File: config.mk
export PLATFORM = sky130hd
export DESIGN_NAME = vidctl_pulse_filter
export DESIGN_NICKNAME = d
export VERILOG_FILES = /design/src/rtl/vcf_pkg.sv /design/src/rtl/vcf_deglitch.sv /design/src/rtl/vcf_rate_mon.sv /design/src/rtl/vidctl_pulse_filter.sv
export SDC_FILE = /design/constraint.sdc
export NUM_CORES = 1
export LEC_CHECK = 0
export CAP_MARGIN = 20
export CORE_MARGIN = 2
export CORE_UTILIZATION = 35
export DETAILED_ROUTE_END_ITERATION = 16
export DONT_BUFFER_PORTS = 1
export HOLD_SLACK_MARGIN = 0.02
export PLACE_DENSITY_LB_ADDON = 0.25
export SLEW_MARGIN = 20
export SYNTH_ARGS = -nofsm -noshare
export SYNTH_HDL_FRONTEND = slang
export SYNTH_SLANG_ARGS = --single-unit
File: constraint.sdc
create_clock -name clk -period 1.9 [get_ports clk]
set_input_delay 0.38 -clock clk [delete_from_list [all_inputs] [get_ports clk]]
set_output_delay 0.38 -clock clk [all_outputs]
set_load 0.02 [all_outputs]
File: src/rtl/vcf_pkg.sv
package vcf_pkg;

    localparam int CH_HS  = 0;
    localparam int CH_VS  = 1;
    localparam int CH_DE  = 2;
    localparam int NUM_CH = 3;

    // per-channel conditioner phases
    typedef enum logic [1:0] {
        DG_FILL = 2'd0,
        DG_SEEK = 2'd1,
        DG_RUN  = 2'd2
    } dg_state_e;

    // per-channel rate monitor phases
    typedef enum logic {
        RM_CLEAN   = 1'b0,
        RM_TRIPPED = 1'b1
    } rm_state_e;

endpackage

File: src/rtl/vcf_deglitch.sv
module vcf_deglitch
    import vcf_pkg::*;
#(
    parameter int MIN_W    = 3,
    parameter bit DEGLITCH = 1'b1
) (
    input  logic clk,
    input  logic rst_n,
    input  logic filt_en,
    input  logic raw_in,
    output logic sig_out
);

    localparam int CNT_W = (MIN_W > 1) ? $clog2(MIN_W) : 1;
    localparam logic [CNT_W-1:0] FILL_LAST = CNT_W'(MIN_W - 1);

    // smp_q[0] is the newest sample, smp_q[MIN_W-1] the oldest
    logic [MIN_W-1:0] smp_q;
    logic             steady;
    logic             newest;
    logic             oldest;

    dg_state_e        state_q, state_d;
    logic [CNT_W-1:0] fill_q, fill_d;
    logic             out_q;

    always_ff @(posedge clk or negedge rst_n) begin
        if (!rst_n) begin
            smp_q <= '0;
        end else begin
            smp_q <= {smp_q[MIN_W-2:0], raw_in};
        end
    end

    assign steady = (&smp_q) | ~(|smp_q);
    assign newest = smp_q[0];
    assign oldest = smp_q[MIN_W-1];

    // next-state logic
    always_comb begin
        state_d = state_q;
        fill_d  = fill_q;
        unique case (state_q)
            DG_FILL: begin
                if (fill_q == FILL_LAST) begin
                    state_d = DG_SEEK;
                    fill_d  = '0;
                end else begin
                    fill_d  = fill_q + 1'b1;
                end
            end
            DG_SEEK: begin
                if (steady) begin
                    state_d = DG_RUN;
                end
            end
            DG_RUN: begin
                state_d = DG_RUN;
            end
            default: begin
                state_d = DG_FILL;
                fill_d  = '0;
            end
        endcase
    end

    // state register
    always_ff @(posedge clk or negedge rst_n) begin
        if (!rst_n) begin
            state_q <= DG_FILL;
            fill_q  <= '0;
        end else begin
            state_q <= state_d;
            fill_q  <= fill_d;
        end
    end

    // output register
    always_ff @(posedge clk or negedge rst_n) begin
        if (!rst_n) begin
            out_q <= 1'b0;
        end else begin
            unique case (state_q)
                DG_FILL: out_q <= 1'b0;
                DG_SEEK: begin
                    if (steady) begin
                        out_q <= newest;
                    end
                end
                DG_RUN: begin
                    if (DEGLITCH && filt_en) begin
                        if (steady) begin
                            out_q <= newest;
                        end
                    end else begin
                        out_q <= oldest;
                    end
                end
                default: out_q <= 1'b0;
            endcase
        end
    end

    assign sig_out = out_q;

endmodule

File: src/rtl/vcf_rate_mon.sv
module vcf_rate_mon
    import vcf_pkg::*;
#(
    parameter int WIN   = 130,
    parameter int LIMIT = 2
) (
    input  logic clk,
    input  logic rst_n,
    input  logic sig,
    input  logic clr,
    output logic flag
);

    localparam int AGE_W = $clog2(WIN + 1);
    localparam logic [AGE_W-1:0] AGE_MAX = AGE_W'(WIN);

    logic             sig_q;
    logic             toggled;
    logic             too_fast;
    // ages_q[j]: clocks since the (j+1)-th most recent earlier toggle
    logic [AGE_W-1:0] ages_q [LIMIT];

    rm_state_e state_q, state_d;

    function automatic logic [AGE_W-1:0] bump(input logic [AGE_W-1:0] a);
        return (a < AGE_MAX) ? a + 1'b1 : a;
    endfunction

    always_ff @(posedge clk or negedge rst_n) begin
        if (!rst_n) begin
            sig_q <= 1'b0;
        end else begin
            sig_q <= sig;
        end
    end

    assign toggled  = sig ^ sig_q;
    assign too_fast = toggled && (ages_q[LIMIT-1] < AGE_MAX);

    for (genvar j = 0; j < LIMIT; j++) begin : g_age
        if (j == 0) begin : g_head
            always_ff @(posedge clk or negedge rst_n) begin
                if (!rst_n) begin
                    ages_q[j] <= AGE_MAX;
                end else if (toggled) begin
                    ages_q[j] <= AGE_W'(1);
                end else begin
                    ages_q[j] <= bump(ages_q[j]);
                end
            end
        end else begin : g_tail
            always_ff @(posedge clk or negedge rst_n) begin
                if (!rst_n) begin
                    ages_q[j] <= AGE_MAX;
                end else if (toggled) begin
                    ages_q[j] <= bump(ages_q[j-1]);
                end else begin
                    ages_q[j] <= bump(ages_q[j]);
                end
            end
        end
    end

    // next-state logic: a violation outranks a clear
    always_comb begin
        state_d = state_q;
        unique case (state_q)
            RM_CLEAN: begin
                if (too_fast) begin
                    state_d = RM_TRIPPED;
                end
            end
            RM_TRIPPED: begin
                if (clr && !too_fast) begin
                    state_d = RM_CLEAN;
                end
            end
            default: state_d = RM_CLEAN;
        endcase
    end

    always_ff @(posedge clk or negedge rst_n) begin
        if (!rst_n) begin
            state_q <= RM_CLEAN;
        end else begin
            state_q <= state_d;
        end
    end

    always_comb begin
        unique case (state_q)
            RM_TRIPPED: flag = 1'b1;
            default:    flag = 1'b0;
        endcase
    end

endmodule

File: src/rtl/vidctl_pulse_filter.sv
module vidctl_pulse_filter
    import vcf_pkg::*;
#(
    parameter int MIN_W       = 3,
    parameter int WIN         = 130,
    parameter int LINE_LIMIT  = 2,
    parameter int FRAME_LIMIT = 1
) (
    input  logic       clk,
    input  logic       rst_n,
    input  logic       cfg_wr,
    input  logic       cfg_filt_en,
    input  logic       hs_in,
    input  logic       vs_in,
    input  logic       de_in,
    input  logic [2:0] viol_clr,
    output logic       hs_out,
    output logic       vs_out,
    output logic       de_out,
    output logic [2:0] viol_flag
);

    logic                filt_en_q;
    logic [NUM_CH-1:0]   raw_vec;
    logic [NUM_CH-1:0]   cond_vec;
    logic [NUM_CH-1:0]   flag_vec;

    // mode register, filter on after reset
    always_ff @(posedge clk or negedge rst_n) begin
        if (!rst_n) begin
            filt_en_q <= 1'b1;
        end else if (cfg_wr) begin
            filt_en_q <= cfg_filt_en;
        end
    end

    always_comb begin
        raw_vec        = '0;
        raw_vec[CH_HS] = hs_in;
        raw_vec[CH_VS] = vs_in;
        raw_vec[CH_DE] = de_in;
    end

    for (genvar c = 0; c < NUM_CH; c++) begin : g_ch
        localparam bit IS_FRAME = (c == CH_VS);

        vcf_deglitch #(
            .MIN_W    (MIN_W),
            .DEGLITCH (!IS_FRAME)
        ) u_dg (
            .clk     (clk),
            .rst_n   (rst_n),
            .filt_en (filt_en_q),
            .raw_in  (raw_vec[c]),
            .sig_out (cond_vec[c])
        );

        vcf_rate_mon #(
            .WIN   (WIN),
            .LIMIT (IS_FRAME ? FRAME_LIMIT : LINE_LIMIT)
        ) u_rm (
            .clk   (clk),
            .rst_n (rst_n),
            .sig   (cond_vec[c]),
            .clr   (viol_clr[c]),
            .flag  (flag_vec[c])
        );
    end

    assign hs_out    = cond_vec[CH_HS];
    assign vs_out    = cond_vec[CH_VS];
    assign de_out    = cond_vec[CH_DE];
    assign viol_flag = flag_vec;

endmodule

==> summary.txt <==
Run status
  • Failing checks: negative hold slack
  • Run status: finished, violations left

Worst setup path
  • Path type of the worst setup path: register to register
  • Kind of end point of the critical path: register
  • Reg-to-reg startpoint: g_ch[0].u_rm.ages_q[12]
  • Cell count of the worst reg-to-reg path: 4
  • Top fanout value on the critical path: 6
  • R2r setup slk: approximately 0.14 ns
  • Data arrival time of the critical path: 2.01 ns
  • Data required time at the worst endpoint: 2.15 ns
  • Worst Setup SP: g_ch[0].u_rm.ages_q[12]
  • Crit path launch type: register
  • Reg2reg end: g_ch[0].u_rm.ages_q[14]

Timing
  • Final cycle utilization of the critical path: 92.6%
  • Slew headroom: approximately 73%
  • Setup repair after global routing missed its margin: no
  • Clock skew after layout: 0.0115 ns
  • Setup Total Neg Slack: 0 ns
  • Worst slew pin tran: around 0.4 ns
  • Highest attainable clock frequency: 568 MHz
  • Fin worst setup slack: 0.141 ns
  • Final count of pins violating max slew: 0
  • Finish-stage setup viols: 0
  • Post-Route Hold Slack: -0.275 ns
  • Final Hold Viols: between 70 and 80
  • Final critical delay including setup and external delays: around 1.8 ns

Routing
  • Detail-routed via count per cell: 4.99
  • Antenna-violating nets left: 0
  • Final wirelength: 6020 um
  • DRC viols: 0
  • Mean routed wirelength per cell: 13.0 um
  • Number of detailed-routing iterations run before antenna repair: 4
  • Via count of the routed design: between 2000 and 2500
  • Starting DRC count in detailed routing: 79

Cells and area
  • Register area: 1790 sq um
  • Antenna diode count: 0
  • Post-route cell area: 3830 sq um
  • Area taken by multi-input logic gates: 1600 sq um
  • Share of final-layout standard cells stronger than drive strength 1: between 10% and 20%
  • Layout fillers: 952
  • Number of standard cells in the layout, taps in and fillers out: 462
  • Number of nets at the end of the flow: between 300 and 400
  • Relative area change from synthesis to final layout: 10.6%

Place
  • Post-DP HPWL: 4050 um
  • Post-Place Cells: roughly 450
  • Number of I/O port buffers: 0
  • Final GP Congestion: 0.783
  • Pre-CTS setup slack: 0.152 ns
  • Placed instance area: 3640 sq um

CTS
  • Num CTS Buffers: 9
  • Maximum number of buffers from clock root to sink: 2
  • H-tree lvl count: 3
  • Clock tree from TritonCTS: built
  • Clock slew at reported path FFs: 0.08 ns
  • CTS root buffer: clkbuf_8
  • Clock net sink count: 71
  • Clk_lat worst skew: 0.35 ns

Floorplan
  • Starting Density: about 36%
  • Die span in y: 104 um
  • Count of boundary I/O pins: 16
  • Die W: 104 um
  • Die area: 10700 sq um
  • Total core area: 9680 sq um
  • Std-Cell Rows: 36

Global routing
  • Met3 capacity usage during global routing: 4.28%
  • Initial antenna violation count: 0
  • Via count of the first global-routing pass: 2186
  • Wire length of the first global-routing pass: 10700 um
  • Largest net degree at the start of global routing: 72
  • Met1 routing resource usage after global routing: 17.3%
  • Global route total overflow: 0
  • Met2 GRT Util: 17.4%
  • Global-route usage over all layers: 12.4%
  • Layer with the highest usage: met2

Synth
  • Number of enable flip-flop cells after synthesis: 0
  • Synth Flop Type: dfrtp_1
  • Net count after synthesis: 337
  • Post-synthesis instance area: 3470 sq um
  • Post-synthesis sequential element count: 71
  • Number of unique standard cell types used by synthesis: 48
  • Number of instances in the synthesized netlist: about 310
  • Synthesis Warnings: 0
  • Average instance area after synthesis: 11.1 sq um
  • Sequential share of the synthesized area: 51.6%
  • Proportion of synthesized flip-flops having asynchronous set or reset: 100%

Worst hold path
  • Worst hold path class: input pin to asynchronous set/reset pin

Job
  • Max-cap violations: 0

Pwr
  • P_leak: approximately 1.7 nW
  • Max rail drop VDD: 410 uV
  • Overall Power: roughly 6.3 mW
  • Power Density: 1650 nW/um^2
==> synth_stat cells, types with 3 or more instances <==
cell type / count / area [sq um]
a21o_1: 3 / 22.5
a21oi_1: 20 / 100
a221oi_1: 3 / 26.3
a31oi_1: 3 / 18.8
and3_1: 6 / 37.5
and4b_1: 3 / 30.0
buf_4: 3 / 22.5
clkbuf_1: 3 / 11.3
dfrtp_1: 60 / 1500
dfstp_2: 11 / 289
ha_1: 14 / 175
inv_1: 12 / 45.0
mux2_2: 4 / 45.0
mux2i_1: 6 / 60.1
nand2_1: 19 / 71.3
nand2b_1: 6 / 37.5
nand3_1: 8 / 40.0
nand3b_1: 7 / 52.6
nand4b_1: 5 / 43.8
nor2_1: 29 / 109
nor4b_1: 3 / 26.3
o21a_1: 6 / 45.0
o21ai_0: 14 / 70.1
o31ai_4: 4 / 85.1
or3_1: 3 / 18.8
or4_1: 4 / 30.0
xnor2_1: 15 / 131
xor2_1: 11 / 96.3
==> worst max path at each step <==
stage	depth (start not counted)	endpoint
floorplan	4	g_ch[0].u_rm.ages_q[14]
detailed placement	4	g_ch[0].u_rm.ages_q[14]
CTS	4	g_ch[0].u_rm.ages_q[14]
finish	4	g_ch[0].u_rm.ages_q[14]
global placement	4	g_ch[0].u_rm.ages_q[14]
global route	4	g_ch[0].u_rm.ages_q[14]
==> cell type report <==
type                    instances  area share, %
inverters                      12           1.17
clock buffers                  13           4.40
repair buffers                  6           1.24
clock inverters                 3          0.457
multi-input cells             224           41.7
flip-flops and latches         71           46.7
well taps                     133           4.34
==> flip-flops by register name, indices dropped and copies added, names as in the netlist <==
| name | flops |
|---|---|
| g_ch.u_dg.sig_out | 3 |
| filt_en_q | 1 |
| g_ch.u_rm.ages_q | 40 |
| g_ch.u_dg.state_q | 6 |
| g_ch.u_dg.smp_q | 9 |
| g_ch.u_rm.sig_q | 3 |
| g_ch.u_dg.fill_q | 6 |
| g_ch.u_rm.state_q | 3 |
==> critical path, stage by stage, from the launching register on <==
cell	delay, ns
dfrtp_1	0.41
or4_4	0.56
o31ai_4	0.31
a31oi_1	0.14
a41o_2	0.24
==> metal layers <==
metal | share of wire [%] | vias to the layer above | wire [um]
met5 | 0 | - | 0
met4 | 1.6 | 0 | 99
met3 | 3.6 | 9 | 218
met2 | 45 | 26 | 2700
met1 | 50 | 1119 | 3000
li1 | - | 1153 | -
==> through the flow <==
stage / hold WS (ns) / util [%]
3_5_place_dp: 0.0860 / 37.6
2_1_floorplan: 0.0844 / -
6_report: -0.275 / 39.6
5_1_grt: -0.315 / 39.6
4_1_cts: -0.308 / 39.5
3_3_place_gp: 0.0864 / 37.6
==> report_power, final <==
part	switching (mW)	internal [mW]	total, mW
Clock	0.556	0.577	1.13
Sequential	0.650	2.12	2.77
Combinational	1.23	1.17	2.40
Total	2.44	3.87	6.31
==> cells in the final DEF, fill, tap and decap left out, types with 2 or more instances in the layout <==
cell type | synthesis | final
a31oi_1 | 3 | 3
o21a_1 | 6 | 6
clkinv_2 | 0 | 2
clkbuf_8 | 0 | 12
a221oi_1 | 3 | 3
a41oi_1 | 2 | 2
or4_1 | 4 | 4
o31ai_4 | 4 | 4
a22oi_1 | 2 | 2
a21o_1 | 3 | 3
xor2_1 | 11 | 11
mux2i_1 | 6 | 6
a21boi_0 | 2 | 2
nor2_1 | 29 | 29
nand4b_1 | 5 | 5
a21oi_1 | 20 | 20
ha_1 | 14 | 14
mux2_2 | 4 | 4
nand3b_1 | 7 | 7
dfstp_2 | 11 | 11
o21ai_0 | 14 | 14
nor2b_1 | 2 | 2
nor4b_1 | 3 | 3
a311oi_1 | 2 | 2
nand4_1 | 2 | 2
inv_1 | 12 | 12
and4b_1 | 3 | 3
nor4bb_1 | 2 | 2
nand3_1 | 8 | 8
buf_4 | 3 | 5
and3_1 | 6 | 6
xnor2_1 | 15 | 15
nor3_1 | 2 | 2
dfrtp_1 | 60 | 60
nand2b_1 | 6 | 6
or3_1 | 3 | 3
nand2_1 | 19 | 19
==> cell families after synthesis <==
group,count (synthesis),share of synthesized area [%]
AO/OA/AOI/OAI,68,14.4
buffers and inverters,18,2.27
XOR/XNOR,26,6.57
AND/OR/NAND/NOR,106,17.1
adder cells (fa/ha/maj),14,5.05
multiplexers,10,3.03
flip-flops,71,51.6
==> repair_timing <==
| item | in CTS | in global routing |
|---|---|---|
| setup buffers | 0 | 0 |
| resized for setup | 0 | 0 |
| hold endpoints to repair | 71 | 72 |
Note: power is estimated with default switching activity, not from simulation.
